--- src/rtl/rr_pkg.sv ---
package rr_pkg;
  localparam int NFLAG = 3;

  typedef struct packed {
    logic nest;
    logic hi_act;
    logic std_act;
  } rr_flags_t;

  // Tests the flags in the order nest, hi_act, std_act and clears each set one when clean.
  function automatic rr_flags_t flags_after(input rr_flags_t f, input logic clean);
    rr_flags_t r;
    r = f;
    if (clean) begin
      if (f.nest)    r.nest    = 1'b0;
      if (f.hi_act)  r.hi_act  = 1'b0;
      if (f.std_act) r.std_act = 1'b0;
    end
    return r;
  endfunction
endpackage

--- src/rtl/rr_prio_clear.sv ---
module rr_prio_clear #(
  parameter int NPRIO = 16
) (
  input  logic [NPRIO-1:0] isr,
  input  logic             en,
  output logic [NPRIO-1:0] clr_onehot,
  output logic             any_set,
  output logic [NPRIO-1:0] isr_next
);
  logic [NPRIO:0] seen;

  assign seen[0] = 1'b0;

  // Scan upward from bit 0 (highest priority); mark the first set bit.
  for (genvar i = 0; i < NPRIO; i++) begin : g_scan
    assign clr_onehot[i] = isr[i] & ~seen[i];
    assign seen[i+1]     = seen[i] | isr[i];
  end

  assign any_set  = seen[NPRIO];
  assign isr_next = en ? (isr & ~clr_onehot) : isr;
endmodule

--- src/rtl/rr_flag_clear.sv ---
module rr_flag_clear
  import rr_pkg::*;
(
  input  logic [NFLAG-1:0] flags,
  input  logic             en,
  output logic [NFLAG-1:0] flags_next
);
  rr_flags_t f_in;
  rr_flags_t f_out;

  assign f_in       = rr_flags_t'(flags);
  assign f_out      = flags_after(f_in, en);
  assign flags_next = f_out;
endmodule

--- src/rtl/rr_out_regs.sv ---
module rr_out_regs #(
  parameter int AW    = 32,
  parameter int DW    = 32,
  parameter int NF    = 3,
  parameter int NPRIO = 16
) (
  input  logic             clk,
  input  logic             rst,
  input  logic             load,
  input  logic [AW-1:0]    pc_d,
  input  logic [DW-1:0]    psw_d,
  input  logic [NF-1:0]    flags_d,
  input  logic [NPRIO-1:0] isr_d,
  output logic [AW-1:0]    pc_q,
  output logic [DW-1:0]    psw_q,
  output logic [NF-1:0]    flags_q,
  output logic [NPRIO-1:0] isr_q,
  output logic             done_q
);
  always_ff @(posedge clk) begin
    if (rst) begin
      pc_q    <= '0;
      psw_q   <= '0;
      flags_q <= '0;
      isr_q   <= '0;
      done_q  <= 1'b0;
    end else begin
      done_q <= load;
      if (load) begin
        pc_q    <= pc_d;
        psw_q   <= psw_d;
        flags_q <= flags_d;
        isr_q   <= isr_d;
      end
    end
  end
endmodule

--- src/rtl/irq_return_ctrl.sv ---
module irq_return_ctrl
  import rr_pkg::*;
#(
  parameter int AW     = 32,
  parameter int DW     = 32,
  parameter int NPRIO  = 16,
  parameter int EP_BIT = 1
) (
  input  logic             clk,
  input  logic             rst,
  input  logic             ret_req,
  input  logic [DW-1:0]    cur_psw,
  input  logic [AW-1:0]    saved_pc,
  input  logic [DW-1:0]    saved_psw,
  input  logic [2:0]       flags_in,
  input  logic [NPRIO-1:0] isr_in,
  output logic [AW-1:0]    pc_out,
  output logic [DW-1:0]    psw_out,
  output logic [2:0]       flags_out,
  output logic [NPRIO-1:0] isr_out,
  output logic             done
);
  // Named internal events, brought out for the checker.
  logic             ep_pending;
  logic             clean_ret;
  logic             isr_any;
  logic [NPRIO-1:0] clr_onehot;
  logic [NPRIO-1:0] isr_next;
  logic [NFLAG-1:0] flags_next;

  assign ep_pending = cur_psw[EP_BIT];
  assign clean_ret  = ret_req & ~ep_pending;

  rr_prio_clear #(.NPRIO(NPRIO)) u_prio (
    .isr        (isr_in),
    .en         (clean_ret),
    .clr_onehot (clr_onehot),
    .any_set    (isr_any),
    .isr_next   (isr_next)
  );

  rr_flag_clear u_flags (
    .flags      (flags_in),
    .en         (clean_ret),
    .flags_next (flags_next)
  );

  rr_out_regs #(.AW(AW), .DW(DW), .NF(NFLAG), .NPRIO(NPRIO)) u_regs (
    .clk     (clk),
    .rst     (rst),
    .load    (ret_req),
    .pc_d    (saved_pc),
    .psw_d   (saved_psw),
    .flags_d (flags_next),
    .isr_d   (isr_next),
    .pc_q    (pc_out),
    .psw_q   (psw_out),
    .flags_q (flags_out),
    .isr_q   (isr_out),
    .done_q  (done)
  );
endmodule

--- config.mk ---
export PLATFORM = sky130hd
export DESIGN_NAME = irq_return_ctrl
export DESIGN_NICKNAME = d
export VERILOG_FILES = /design/src/rtl/rr_pkg.sv /design/src/rtl/rr_prio_clear.sv /design/src/rtl/rr_flag_clear.sv /design/src/rtl/rr_out_regs.sv /design/src/rtl/irq_return_ctrl.sv
export SDC_FILE = /design/constraint.sdc
export NUM_CORES = 1
export LEC_CHECK = 0
export CORE_ASPECT_RATIO = 0.7
export CORE_MARGIN = 2
export CORE_UTILIZATION = 45
export DETAILED_ROUTE_END_ITERATION = 16
export DONT_BUFFER_PORTS = 1
export HOLD_SLACK_MARGIN = 0.1
export PLACE_DENSITY_LB_ADDON = 0.08
export SYNTH_ARGS = -nofsm -noshare
export SYNTH_HDL_FRONTEND = slang
export SYNTH_SLANG_ARGS = --single-unit
--- constraint.sdc ---
create_clock -name clk -period 2.45 [get_ports clk]
set_input_delay 0.6125 -clock clk [delete_from_list [all_inputs] [get_ports clk]]
set_output_delay 0.6125 -clock clk [all_outputs]
set_load 0.01 [all_outputs]
Word-level counts from Yosys, hierarchy flattened
Cells that the tools add are included.
{"block": "classes", "add_sub_neg": 0, "n_mul": 0, "div": 0, "order_cmp": 0, "eq_ne": 0, "shift": 0, "n_mux": 2, "n_bitwise": 48, "n_reduce_logical": 0}
{"operator": "$and 1x1->1", "n": 16}
{"operator": "$and 16x16->16", "n": 1}
{"operator": "$mux 16", "n": 1}
{"operator": "$not 1->1", "n": 16}
{"operator": "$not 16->16", "n": 1}
{"operator": "$or 1x1->1", "n": 14}
{"operator": "$mux 3", "n": 1}
{"block": "totals", "register_bits": 84, "latch_bits": 0, "mem_bits_rw": 0, "rom_bits": 0, "output_inout_bits": 84, "elab_cells": 55, "n_memories": 0}

Logic depth before layout (Yosys ltp)
Gate-level depths: netlist (run 1).
{"block": "logic_depth", "depth_word": 19, "mapped_depth": 4, "depth_no_buf": 3}

Cells and area by module
From an unflattened synthesis (run 1), not the netlist that was laid out.
{"block": "hier_totals", "hier_cells": 329, "area_unflattened_um2": 3433.3}
{"module": "rr_out_regs", "instances": 1, "cells_per_inst": 270, "area_per_inst_um2": 3027.9, "seq_area_each_um2": 1681.6}
{"module": "rr_prio_clear", "instances": 1, "cells_per_inst": 55, "area_per_inst_um2": 372.9, "seq_area_each_um2": 0.0}
{"module": "rr_flag_clear", "instances": 1, "cells_per_inst": 3, "area_per_inst_um2": 18.8, "seq_area_each_um2": 0.0}
{"module": "irq_return_ctrl", "instances": 1, "cells_per_inst": 1, "area_per_inst_um2": 13.8, "seq_area_each_um2": 0.0}

Worst setup path before layout (run 1)
Ideal clock, no wire load.
{"block": "synth_path", "kind": "input to register", "start": "input port isr_in[3]", "end": "register u_regs.isr_q[12]", "arrival_ns": 1.977, "t_required_ns": 2.333, "path_slack_ns": 0.356, "cell_stages": 4, "path_buffers": 1, "cell_sequence": "or4b_1 clkbuf_1 or4b_1 a32o_1"}
{"block": "synth_via", "elab_chain_cells": 14}
{"element": "start, declared", "line": "irq_return_ctrl.sv:16", "source": "input logic [NPRIO-1:0] isr_in,"}
{"element": "$or 1x1->1 (9 in a row)", "line": "rr_prio_clear.sv:17", "source": "assign seen[i+1] = seen[i] | isr[i];"}
{"element": "$not 1->1", "line": "rr_prio_clear.sv:16", "source": "assign clr_onehot[i] = isr[i] & ~seen[i];"}
{"element": "$and 1x1->1", "line": "rr_prio_clear.sv:16"}
{"element": "$not 16->16", "line": "rr_prio_clear.sv:21", "source": "assign isr_next = en ? (isr & ~clr_onehot) : isr;"}
{"element": "$and 16x16->16", "line": "rr_prio_clear.sv:21"}
{"element": "$mux 16", "line": "rr_prio_clear.sv:21"}
{"element": "end signal, assigned", "line": "rr_out_regs.sv:33", "source": "isr_q <= isr_d;"}
{"element": "end, declared", "line": "rr_out_regs.sv:17", "source": "output logic [NPRIO-1:0] isr_q,"}
No other way between the ends.
A chain may end at the register's enable or synchronous reset.

Worst setup path after layout (run 1)
Ends and elaborated chain as after synthesis.

==> results.py, run 1 <==
metrics = {
    "status": {
        "status": "completed",
    },
    "finish": {
        "final_nets": 414,
        "fin_cells": 394,
        "fin_area_sq_mm": 0.00330,
        "antennaDiodeCount": 0,
        "layout-drive-gt1-share_pct": 5.67,
        "seq_area_sq_mm": 0.00168,
        "num-fill-cells": 629,
        "synthToLayoutAreaGrowth_pct": 7.89,
        "multiInputGateArea_sq_mm": 0.00129,
        "utilization_pct": 49.6,
    },
    "worst_setup_path": {
        "r2r_cells": 3,
        "path_class": "in2reg",
        "crit_path_end_kind": "flop",
        "path_max_fanout": 9,
        "cp.arrival_ns": 2.08,
        "cp.required_ns": 2.68,
        "start_kind": "input pin",
    },
    "routing": {
        "drt_first_pass_iters": 4,
        "drt_iter0_drc": 50,
        "drc": 0,
        "wl_microns": 6460,
        "avgViaCountPerCell": 5.23,
        "wl_per_cell_microns": 16.4,
        "ant_nets": 0,
        "vias": 2059,
    },
    "clock_tree": {
        "ctsResizeCount": 0,
        "numCtsBuffers": 9,
        "cts_tree": "yes",
        "clk_pin_slew_ns": 0.08,
        "clock_path_buffers": 2,
        "post-cts-setup-buffers": 0,
        "h-tree-depth": 3,
        "worstSkewPairLatency_ns": 0.33,
        "ctsHoldBuffers": 0,
        "cts-root-buf": "clkbuf_8",
        "cts.sinks": 84,
    },
    "grt": {
        "track_usage_pct": 16.4,
        "grt_first_pass_wirelength_microns": 9410,
        "use_met3_pct": 9.39,
        "busiest_layer": "met2",
        "use_met1_pct": 20.3,
        "grt_max_degree": 86,
        "grt_pass1_vias": 1857,
        "grt_util_met2_pct": 23.7,
        "antenna_found_initial": 0,
        "grt-ovfl-total": 0,
    },
    "logic_synthesis": {
        "syn-num-nets": 424,
        "synth_compound_area_share_pct": 6.21,
        "yosys.area_share.simple_pct": 14.6,
        "ys_warn_count": 0,
        "synth.area.mux_share_pct": 21.3,
        "synth.avg_cell_area_sq_um": 10.0,
        "synth_top_family_by_area": "multiplexers",
        "ys_types": 21,
        "synth_area_sq_mm": 0.00306,
        "ys_seq_area_share_pct": 54.9,
        "synth-xor-area-share_pct": 0,
        "synth_fa_ha_area_share_pct": 0,
        "netlist_instances": 306,
        "ys_ff_latch": 84,
    },
    "die": {
        "core_area_sq_mm": 0.00666,
        "fp.dieW_microns": 103,
        "io_pins": 202,
        "row_count": 25,
        "dieArea_sq_mm": 0.00749,
        "die_height_microns": 73.0,
        "initial_core_util_pct": 46.0,
    },
    "flow_run": {
        "drv_cap": 0,
    },
    "hold_path": {
        "min_path_cells": 1,
        "hp-class": "in2reg",
    },
    "place": {
        "io_buffers": 0,
        "place.detailed.hpwl_microns": 4290,
        "place.gp.congestion": 0.712,
        "dp.cells": 379,
        "place_area_sq_mm": 0.00310,
        "pre_cts_ws_ns": 0.274,
    },
    "power_and_ir_drop": {
        "leakagePower_nw": 1.39,
        "totalPowerFinal_mw": 2.64,
        "ir_worst_vdd_mv": 0.335,
        "power.density_mw_per_mm2": 798,
    },
    "sta": {
        "fin_worst_skew_ns": 0,
        "setup_slack_ns": 0.604,
        "drv_slew": 0,
        "final_hold_viol_count": 0,
        "period_share_pct": 75.4,
        "worstMarginPinSlew_ns": 0.595,
        "tns_ns": 0,
        "rsz0062_at_grt": "no",
        "hold_slack_ns": 0.340,
        "setup_viol": 0,
        "relSlewSlack_pct": 60.3,
        "max_freq_mhz": 542,
        "post-route-min-period_ns": 1.85,
    },
}
==> final timing paths <==
| path | end | from | slack [ns] |
|---|---|---|---|
| setup / recovery | u_regs.isr_q[12] | isr_in[3] | 0.60 |
| hold / removal | u_regs.psw_q[18] | rst | 0.34 |
| setup reg to reg | u_regs.isr_q[15] | u_regs.isr_q[15] | 1.57 |
| hold reg to reg | u_regs.isr_q[1] | u_regs.isr_q[1] | 0.51 |
==> placed cells by master, fill, tap and decap left out <==
cell	Yosys	final
a32o_1	2	2
o41ai_1	1	1
dfxtp_1	84	84
inv_1	2	2
a21oi_1	16	16
mux2i_1	64	64
clkinvlp_4	0	3
clkbuf_8	0	10
and2_1	1	1
and3_1	2	2
nand2_1	17	17
buf_4	0	1
bufinv_16	0	1
o211ai_1	3	3
or4b_1	2	2
nor4_1	2	2
mux2_2	1	1
or4_1	5	5
nor2_1	66	66
nand3_1	7	7
inv_6	0	1
o31ai_1	2	2
o311ai_0	5	5
or3_1	2	2
==> cell families (layout without fill, tap and decap cells) <==
logic type | Yosys count | in the layout
compound gates | 29 | 29
mux | 65 | 65
simple gates | 104 | 104
buf+inv | 24 | 18
flops | 84 | 84
==> layer usage <==
metal / vias to the layer above / part of all wire, %
met5: - / 0
met4: 0 / 1.3
li1: 1031 / -
met2: 93 / 43
met1: 927 / 44
met3: 8 / 12
==> cells in the mapped netlist (all sizes together) <==
master,instances,share of area [%]
dfxtp,84,55
nor2,66,8.1
mux2i,64,21
clkbuf,19,2.3
nand2,17,2.1
a21oi,16,2.6
nand3,7,1.1
o311ai,5,1.4
or4,5,1.2
buf,3,0.37
o211ai,3,0.74
a32o,2,0.65
and3,2,0.41
inv,2,0.25
nor4,2,0.41
o31ai,2,0.49
or3,2,0.41
or4b,2,0.65
and2,1,0.20
mux2,1,0.37
o41ai,1,0.29
==> worst max-delay path: stages <==
cell and delay (ns):
or4b_1 0.69, or4b_1 0.57, a32o_1 0.21
==> area by class of cell <==
cell class                 instances  share of cell area, %
timing repair buffer               1                  0.227
inverter                           2                  0.227
multi-input combinational        198                   39.1
tap                               94                   3.56
clock inverter                     5                   1.86
clock buffer                      10                   4.17
sequential                        84                   50.9
==> power by group <==
part	switching, mW	internal [mW]
clock network	0.472	0.497
registers	0.0912	1.44
logic	0.0511	0.0802
==> flip-flops by register name (all words and copies together), names as in the netlist <==
signal	flops
u_regs.pc_q	32
u_regs.psw_q	32
u_regs.isr_q	16
u_regs.flags_q	3
u_regs.done_q	1
(Power assumes the default switching activity.)
==> run 2: changes to the inputs <==
Clock period 2.45 ns to 1.5 ns, I/O delays scaled along.
==> run 2 against run 1 <==
Sequential share of layout area is 4.8 points lower. Die area stayed put. Global-route usage is 1.7 points higher. Largest cell class unchanged. Register-to-register slack worse by 1.3 ns. Sequential power is 63% higher. Via count is 10% higher.
==> results.py, run 2 (synthesized netlist as in run 1, its figures left out) <==
metrics = {
    "finish": {
        "reg_top3": "u_regs.pc_q x32, u_regs.psw_q x32, u_regs.isr_q x16",
        "fin_area_sq_mm": 0.00365,
        "fin_cells": 431,
        "final_nets": 450,
        "final_cell_mix": "84 x dfxtp_1, 66 x nor2_1, 64 x mux2i_1",
        "final_common_cell": "dfxtp_1",
        "synthToLayoutAreaGrowth_pct": 19.2,
        "antennaDiodeCount": 0,
        "layout-drive-gt1-share_pct": 7.42,
    },
    "die": {
        "core_area_sq_mm": 0.00666,
        "row_count": 25,
        "fp.dieW_microns": 103,
        "initial_core_util_pct": 46.0,
        "io_pins": 202,
        "dieArea_sq_mm": 0.00749,
        "die_height_microns": 73.0,
    },
    "sta": {
        "tns_ns": 0,
        "post-route-min-period_ns": 1.47,
        "setup_viol": 0,
        "drv_slew": 0,
        "max_freq_mhz": 679,
        "fin_worst_skew_ns": 0,
        "worstMarginPinSlew_ns": 0.305,
        "period_share_pct": 98.1,
        "final_hold_viol_count": 0,
        "relSlewSlack_pct": 79.4,
        "rsz0062_at_grt": "no",
    },
    "hold_path": {
        "hp-class": "in2reg",
        "worstHoldStart": "rst",
        "min_path_cells": 1,
        "hold_path_end": "u_regs.isr_q[13]",
    },
    "routing": {
        "wl_microns": 6910,
        "drc": 0,
        "drt_iter0_drc": 76,
        "vias": 2268,
        "drt_first_pass_iters": 4,
        "wl_per_cell_microns": 16.0,
        "ant_nets": 0,
        "avgViaCountPerCell": 5.26,
    },
    "worst_setup_path": {
        "r2r-start": "u_regs.pc_q[21]",
        "path_max_fanout": 4,
        "r2r_end": "u_regs.pc_q[21]",
        "reg2reg_slack_ns": 0.26,
        "cp.arrival_ns": 1.71,
        "path_class": "in2reg",
        "start_kind": "input pin",
        "crit_path_end_kind": "flop",
        "r2r_cells": 3,
        "cp.required_ns": 1.74,
    },
    "clock_tree": {
        "cts.sinks": 84,
        "h-tree-depth": 3,
        "clock_path_buffers": 2,
        "cts-root-buf": "clkbuf_8",
        "clk_pin_slew_ns": 0.08,
        "worstSkewPairLatency_ns": 0.34,
        "post-cts-setup-buffers": 0,
        "numCtsBuffers": 9,
        "cts_tree": "yes",
    },
    "place": {
        "place.detailed.hpwl_microns": 4240,
        "place_area_sq_mm": 0.00315,
        "place.gp.congestion": 0.712,
        "dp.cells": 384,
        "io_buffers": 0,
    },
    "grt": {
        "antenna_found_initial": 0,
        "track_usage_pct": 18.1,
        "grt-ovfl-total": 0,
        "grt_pass1_vias": 2153,
        "grt_max_degree": 86,
        "grt_first_pass_wirelength_microns": 10300,
    },
    "power_and_ir_drop": {
        "power.density_mw_per_mm2": 1180,
        "ir_worst_vdd_mv": 0.543,
        "leakagePower_nw": 1.60,
    },
    "status": {
        "status": "completed",
    },
    "flow_run": {
        "drv_cap": 0,
    },
}
-- run 2: changes by cell type in the layout (fill, tap and decap cells not counted) --
cell,change
o311ai_1,+3
o311ai_0,-3
dlygate4sd3_1,+30
or4_1,-1
clkinv_2,+1
buf_12,+1
clkinvlp_4,-1
inv_6,+2
buf_4,+5
bufinv_16,-1
or4_4,+1
-- run 2: through the flow --
| step | setup WS, ns | hold slack [ns] | util (%) | total power [mW] |
|---|---|---|---|---|
| 3_5_place_dp | -0.307 | 0.455 | 47.2 | 2.79 |
| 5_1_grt | 0.0198 | 0.101 | 54.8 | 4.53 |
| 3_3_place_gp | -0.322 | 0.453 | 47.2 | 2.78 |
| 2_1_floorplan | -0.339 | 0.486 | - | 2.80 |
| 4_1_cts | 0.0636 | 0.102 | 54.8 | 4.37 |
| 6_report | 0.0283 | 0.148 | 54.8 | 4.31 |
-- run 2: worst max-delay path by stage --
stage                     cells after the start      start  slack [ns]               end
after floorplan                               4  isr_in[3]       -0.34  u_regs.isr_q[12]
after global placement                        3  isr_in[3]       -0.32  u_regs.isr_q[12]
after detailed placement                      3  isr_in[3]       -0.31  u_regs.isr_q[12]
after CTS                                     3  isr_in[3]        0.06  u_regs.isr_q[12]
after global routing                          5  isr_in[3]        0.02  u_regs.isr_q[14]
final                                         3  isr_in[3]        0.03  u_regs.isr_q[12]
-- run 2: where the power goes --
group | total (mW) | switching (mW) | leakage, nW | internal [mW]
clock | 1.49 | 0.829 | 0.0897 | 0.661
combinational | 0.315 | 0.117 | 0.820 | 0.198
sequential | 2.51 | 0.149 | 0.693 | 2.36
-- run 2: layout make-up --
type | count | area, sq um
fill | 603 | 3010
sequential | 84 | 1680
multi-input combinational | 198 | 1290
timing repair buffer | 37 | 365
clock buffer | 10 | 138
tap | 94 | 118
clock inverter | 6 | 46.3
inverter | 2 | 7.51
-- run 2: critical path, stage by stage --
cell and delay, ns:
or4b_1 0.58, or4b_1 0.54, a32o_1 0.22
-- run 2: repair_timing --
| item | 4_1_cts | 5_1_grt |
|---|---|---|
| endpoints found under the setup margin | 0 | 2 |
| hold endpoints to repair | 79 | 0 |
| hold buffers | 31 | 0 |
| gates resized for setup | 0 | 2 |
-- run 2: routing by layer --
metal	GRT usage [%]	vias up	part of all wire, %	wire, microns
met5	0	-	0	0
met4	7.56	0	1.5	105
met3	9.20	11	12	837
met2	27.8	120	45	3140
met1	21.4	1030	41	2830
li1	-	1107	-	-
